--- src/rtl/capwin_pkg.sv ---
package capwin_pkg;
   typedef enum logic {
      CW_SAMPLE = 1'b0,
      CW_REPEAT = 1'b1
   } cw_mode_e;
endpackage

--- src/rtl/capwin_sort.sv ---
module capwin_sort #(
   parameter int AW = 21
) (
   input  logic [AW-1:0] cur_a,
   input  logic [AW-1:0] cur_b,
   output logic [AW-1:0] lo,
   output logic [AW-1:0] hi
);
   // order the two cursors so the window always runs upward
   always_comb begin
      if (cur_b < cur_a) begin
         lo = cur_b;
         hi = cur_a;
      end else begin
         lo = cur_a;
         hi = cur_b;
      end
   end
endmodule

--- src/rtl/capwin_writer.sv ---
module capwin_writer #(
   parameter int DEPTH = 2097152,
   parameter int AW    = $clog2(DEPTH)
) (
   input  logic          clk,
   input  logic          rst_n,
   input  logic          active,
   input  logic          restart,
   output logic          we,
   output logic [AW-1:0] addr
);
   logic full_q;
   logic last;

   generate
      if (DEPTH == (1 << AW)) begin : g_pow2
         assign last = &addr;
      end else begin : g_cmp
         assign last = (addr == AW'(DEPTH - 1));
      end
   endgenerate

   assign we = active && !full_q && !restart;

   always_ff @(posedge clk or negedge rst_n) begin
      if (!rst_n) begin
         addr   <= '0;
         full_q <= 1'b0;
      end else if (restart) begin
         addr   <= '0;
         full_q <= 1'b0;
      end else if (we) begin
         if (last) full_q <= 1'b1;
         else      addr   <= addr + 1'b1;
      end
   end

   AST_FULL_STOPS_WRITES: assert property (@(posedge clk) disable iff (!rst_n)
      full_q |-> !we);
   AST_WR_ADDR_STEP: assert property (@(posedge clk) disable iff (!rst_n)
      we |=> (!we || addr == $past(addr) + 1'b1));
endmodule

--- src/rtl/capwin_reader.sv ---
module capwin_reader #(
   parameter int AW = 21
) (
   input  logic          clk,
   input  logic          rst_n,
   input  logic          active,
   input  logic          restart,
   input  logic [AW-1:0] new_lo,
   input  logic [AW-1:0] new_hi,
   output logic [AW-1:0] addr,
   output logic          head
);
   logic [AW-1:0] win_lo;
   logic [AW-1:0] win_hi;

   assign head = active && (addr == win_lo);

   always_ff @(posedge clk or negedge rst_n) begin
      if (!rst_n) begin
         win_lo <= '0;
         win_hi <= '0;
         addr   <= '0;
      end else if (restart || (active && addr == win_hi)) begin
         win_lo <= new_lo;
         win_hi <= new_hi;
         addr   <= new_lo;
      end else if (active) begin
         addr <= addr + 1'b1;
      end
   end

   AST_PTR_IN_WINDOW: assert property (@(posedge clk) disable iff (!rst_n)
      active |-> (addr >= win_lo && addr <= win_hi));
   AST_WINDOW_HELD: assert property (@(posedge clk) disable iff (!rst_n)
      (active && !restart && addr != win_hi) |=> ($stable(win_lo) && $stable(win_hi)));
endmodule

--- src/rtl/capwin_ctrl.sv ---
module capwin_ctrl
   import capwin_pkg::*;
#(
   parameter int DW    = 32,
   parameter int DEPTH = 2097152,
   localparam int AW   = $clog2(DEPTH)
) (
   input  logic          clk,
   input  logic          rst_n,
   input  logic          rep_mode,
   input  logic [DW-1:0] smp_data,
   input  logic [AW-1:0] cur_start,
   input  logic [AW-1:0] cur_end,
   output logic [AW-1:0] mem_addr,
   output logic          mem_we,
   output logic [DW-1:0] mem_wdata,
   input  logic [DW-1:0] mem_rdata,
   output logic [DW-1:0] play_data,
   output logic          play_valid,
   output logic          play_trig
);
   generate
      if (DEPTH < 2) begin : g_bad_depth
         $error("capwin_ctrl: DEPTH must be at least 2");
      end
      if (DW < 1) begin : g_bad_width
         $error("capwin_ctrl: DW must be at least 1");
      end
   endgenerate

   cw_mode_e      mode_q;
   logic          restart;
   logic          smp_act;
   logic          rep_act;
   logic [AW-1:0] w_addr;
   logic [AW-1:0] r_addr;
   logic [AW-1:0] srt_lo;
   logic [AW-1:0] srt_hi;
   logic          r_head;
   logic          valid_q;
   logic          trig_q;

   assign restart = (cw_mode_e'(rep_mode) != mode_q);
   assign smp_act = (mode_q == CW_SAMPLE);
   assign rep_act = (mode_q == CW_REPEAT);

   always_ff @(posedge clk or negedge rst_n) begin
      if (!rst_n) mode_q <= CW_SAMPLE;
      else        mode_q <= cw_mode_e'(rep_mode);
   end

   capwin_sort #(.AW(AW)) u_sort (
      .cur_a (cur_start),
      .cur_b (cur_end),
      .lo    (srt_lo),
      .hi    (srt_hi)
   );

   capwin_writer #(.DEPTH(DEPTH), .AW(AW)) u_writer (
      .clk     (clk),
      .rst_n   (rst_n),
      .active  (smp_act),
      .restart (restart),
      .we      (mem_we),
      .addr    (w_addr)
   );

   capwin_reader #(.AW(AW)) u_reader (
      .clk     (clk),
      .rst_n   (rst_n),
      .active  (rep_act),
      .restart (restart),
      .new_lo  (srt_lo),
      .new_hi  (srt_hi),
      .addr    (r_addr),
      .head    (r_head)
   );

   assign mem_addr  = smp_act ? w_addr : r_addr;
   assign mem_wdata = smp_data;

   // flags follow the address by one clock, matching the memory read latency
   always_ff @(posedge clk or negedge rst_n) begin
      if (!rst_n) begin
         valid_q <= 1'b0;
         trig_q  <= 1'b0;
      end else begin
         valid_q <= rep_act && !restart;
         trig_q  <= r_head && !restart;
      end
   end

   assign play_valid = valid_q;
   assign play_trig  = trig_q;
   assign play_data  = valid_q ? mem_rdata : '0;

   AST_TRIG_NEEDS_VALID: assert property (@(posedge clk) disable iff (!rst_n)
      play_trig |-> play_valid);
   AST_NO_WRITE_REPEAT: assert property (@(posedge clk) disable iff (!rst_n)
      (rep_act || restart) |-> !mem_we);
   AST_ABORT_DROPS_OUTPUT: assert property (@(posedge clk) disable iff (!rst_n)
      restart |=> !play_valid);
endmodule

--- config.mk ---
export PLATFORM = sky130hd
export DESIGN_NAME = capwin_ctrl
export DESIGN_NICKNAME = d
export VERILOG_FILES = /design/src/rtl/capwin_pkg.sv /design/src/rtl/capwin_sort.sv /design/src/rtl/capwin_writer.sv /design/src/rtl/capwin_reader.sv /design/src/rtl/capwin_ctrl.sv
export SDC_FILE = /design/constraint.sdc
export NUM_CORES = 1
export LEC_CHECK = 0
export ABC_AREA = 1
export BUFFER_PORTS_ARGS = -buffer_cell sky130_fd_sc_hd__buf_2
export CORE_MARGIN = 1.5
export CORE_UTILIZATION = 50
export CTS_CLUSTER_DIAMETER = 30
export DETAILED_ROUTE_END_ITERATION = 10
export GPL_ROUTABILITY_DRIVEN = 1
export HOLD_SLACK_MARGIN = 0.02
export MAX_ROUTING_LAYER = met4
export PLACE_DENSITY_LB_ADDON = 0.3
export RECOVER_POWER = 25
export SYNTH_ARGS = -nofsm -noshare
export SYNTH_HDL_FRONTEND = slang
export SYNTH_SLANG_ARGS = --single-unit
--- constraint.sdc ---
create_clock -name clk -period 2.7 [get_ports clk]
set_input_delay 0.675 -clock clk [delete_from_list [all_inputs] [get_ports clk]]
set_output_delay 0.675 -clock clk [all_outputs]
set_load 0.02 [all_outputs]
==> summary.md <==
| Metric | Value |
|---|---|
| RSZ-0062 raised after global routing | `no` |
| Final Hold Vio Count | `0` |
| WL final | `21.44 mm` |
| Core footprint | `13400 µm²` |
| Vias in the first global route | `6444` |
| WS Path Type | `register to output port` |
| Cell depth of the worst min-delay path | `1` |
| Clock net sink count | `88` |
| Highest Signal Layer | `met4` |
| Root buffer cell | `clkbuf_16` |
| IO Port Bufs | `132` |
| Yosys cell types | `37` |
| Slew @ Worst Pin | `1.217 ns` |
| Mean Syn Cell Area | `6.570 µm²` |
| Post-route DRC | `0` |
| Die area | `14650 µm²` |
| Layout cells sized above 1 | `about 18%` |
| Drt pass-1 iters | `5` |
| Area Growth Syn to Fin | `12.81%` |
| Post-Route Setup TNS | `0 ns` |
| Num ports | `197` |
| R2R depth | `11` |
| Synth area leader | `dfrtp_1` |
| Tcrit/Tclk final | `roughly nine tenths` |
| Clk buf depth | `2` |
| Largest net degree at the start of global routing | `53` |
| Critical Path RT | `2.03 ns` |
| Total grt overflow | `0` |
| CTS tree | `built` |
| H-tree Lvls | `3` |
| Met3 Wirelength | `2.058 mm` |
| Post-synthesis cell count | `1060` |
| Synth Register Bits | `~90` |
| Reg2Reg Launch Point | `u_reader.addr[18]` |
| Post-DRT Antenna Nets | `0` |
| Vias | `7226` |
| Reg-to-Reg End | `u_reader.addr[8]` |
| FFs w/ async S/R, synth | `100.0%` |
| Row count | `42` |
| Rel. slew slack | `18.87%` |
| Clock Skew | `approximately 0.0069 ns` |
| Post-layout min period | `2.461 ns` |
| Final Worst Setup Slack | `about 0.24 ns` |
| DP HPWL | `16.78 mm` |
| Setup crit end kind | `output port` |
| Post-cts sizing count | `0` |
| Register Area | `2202 µm²` |
| Fill cells | `1317` |
| Total track usage | `30.75%` |
| Via-per-instance ratio | `5.454` |
| First-pass GRT wire length | `33.82 mm` |
| Synth top area share | `around a third` |
| Multi-input logic area | `3625 µm²` |
| Worst reg2reg setup slack | `0.32 ns` |
| P_leak | `0.004354 µW` |
| Count leader, synth | `nand2_1` |
| Crit path DAT | `1.79 ns` |
| Fmax | `roughly 0.41 GHz` |
| Crit-path max FO | `7` |
| Routed wire per std cell | `16.18 µm` |
| Initial Util | `around half` |
| Outcome | `finished clean` |
| Synth Net Count | `~1200` |
| DR WL met2 | `9.973 mm` |
| Height of the die | `121.0 µm` |
| Worst setup startpoint | `mode_q` |
| Nets | `1277` |
| Placer Congestion | `around 1.0` |
| Die X | `121.0 µm` |
| Leading post-synthesis cells by cell area | `dfrtp_1, nand2_1, inv_1, o21ai_0, ha_1` |
| DRT met1 WL | `around 9 mm` |
| Number of synthesized flops with an enable pin | `0` |
| Commonest cells in the synthesized netlist | `nand2_1, inv_1, dfrtp_1` |
| Power density over the cells | `between 500 and 600 nW/µm²` |
| CP endpoint | `mem_we` |
| CTS Buf Count | `9` |
| Setup Buffers After CTS | `0` |
| Element type at the critical path start | `register` |
| Syn. warnings | `0` |
| Initial antenna violation count | `0` |
| Post-CTS Hold Buffers | `0` |
| Mapped Area | `approximately 7000 µm²` |
| Final Slew Violations | `0` |
| # Max-Cap Violations | `0` |
| Setup violators final | `0` |
| Post-synthesis sequential area ratio | `between 30% and 40%` |
| ANT cells | `0` |
| Ys flop type | `dfrtp_1` |
| Hold Crit Class | `primary input to register` |
| Clk_lat worst skew | `0.35 ns` |
| Worst slack, placed | `roughly 0.22 ns` |
| Initial DRC Count | `592` |
| Max IR drop VDD | `0.4157 mV` |
| CTS clk-pin slew, worst paths | `0.06 ns` |
-- placed cells by master, fill, tap and decap left out, drive strengths merged --
cell / instances
buf: 153
nor3b: 1
nor3: 15
a21oi: 25
bufinv: 2
nand3b: 1
nand2: 322
a221oi: 3
or2: 1
o21a: 1
o211ai: 25
clkinvlp: 1
a21o: 1
nand3: 54
inv: 173
o21ai: 93
nor2: 77
a211oi: 1
o22ai: 11
ha: 23
xnor2: 5
nor4: 1
clkbuf: 14
dfrtp: 88
nand4: 39
xor2: 19
-- cell type report --
cell class | count | area share, %
flip-flops and latches | 88 | 28.03
multi-input cells | 718 | 46.14
clock inverters | 3 | 0.8600
repair buffers | 155 | 10.89
clock buffers | 12 | 3.010
inverters | 173 | 8.266
well taps | 176 | 2.803
-- power by group --
group / internal, µW / switching (µW)
Sequential: 1520 / 250
Combinational: 517 / 964
Clock: 807 / 518
Total: 2840 / 1730
-- per-stage QoR --
stage | area, µm² | util, % | hold slack [ns] | instances | total power, µW
after floorplan | 6964 | - | 0.3794 | 1060 | 2793
after global placement | 7570 | 56.49 | 0.4892 | 1310 | 3220
after detailed placement | 7570 | 56.49 | 0.4915 | 1310 | 3243
after CTS | 7874 | 58.76 | 0.3600 | 1325 | 4569
after global routing | 7856 | 58.63 | 0.4443 | 1325 | 4837
final | 7856 | 58.63 | 0.4419 | 1325 | 4572
-- critical path, cell delays in order, from the launching register on --
cell	delay, ns
dfrtp_1	0.48
ha_1	0.45
nor3_1	0.28
buf_2	0.21
-- layer usage --
layer / vias up / track usage (%)
met4: 0 / 8.676
met1: 3306 / 40.37
met2: 379 / 49.01
met3: 39 / 5.592
li1: 3502 / -
met5: - / -
-- worst min path at each step --
stage | end | from
global placement | u_reader.win_lo[12] | u_reader.win_lo[12]
detailed placement | u_reader.win_lo[17] | u_reader.win_lo[17]
finish | mode_q | rep_mode
floorplan | mode_q | rst_n
CTS | u_reader.win_lo[18] | rst_n
global route | mode_q | rep_mode
-- cells by family after synthesis --
| family | Yosys count | synth area share (%) |
|---|---|---|
| XOR/XNOR | 24 | 3.018 |
| flip-flops | 88 | 31.62 |
| adder cells (fa/ha/maj) | 23 | 4.132 |
| AND/OR/NAND/NOR | 511 | 30.78 |
| buffers and inverters | 254 | 16.40 |
| AO/OA/AOI/OAI | 160 | 14.05 |
-- registers in the layout, indices dropped and copies added, names as in the netlist --
register,cells
u_reader.addr,21
u_reader.win_hi,21
u_reader.win_lo,21
u_writer.addr,21
mode_q,1
play_trig,1
play_valid,1
u_writer.full_q,1
No activity file was read; power rests on OpenSTA's default activity.
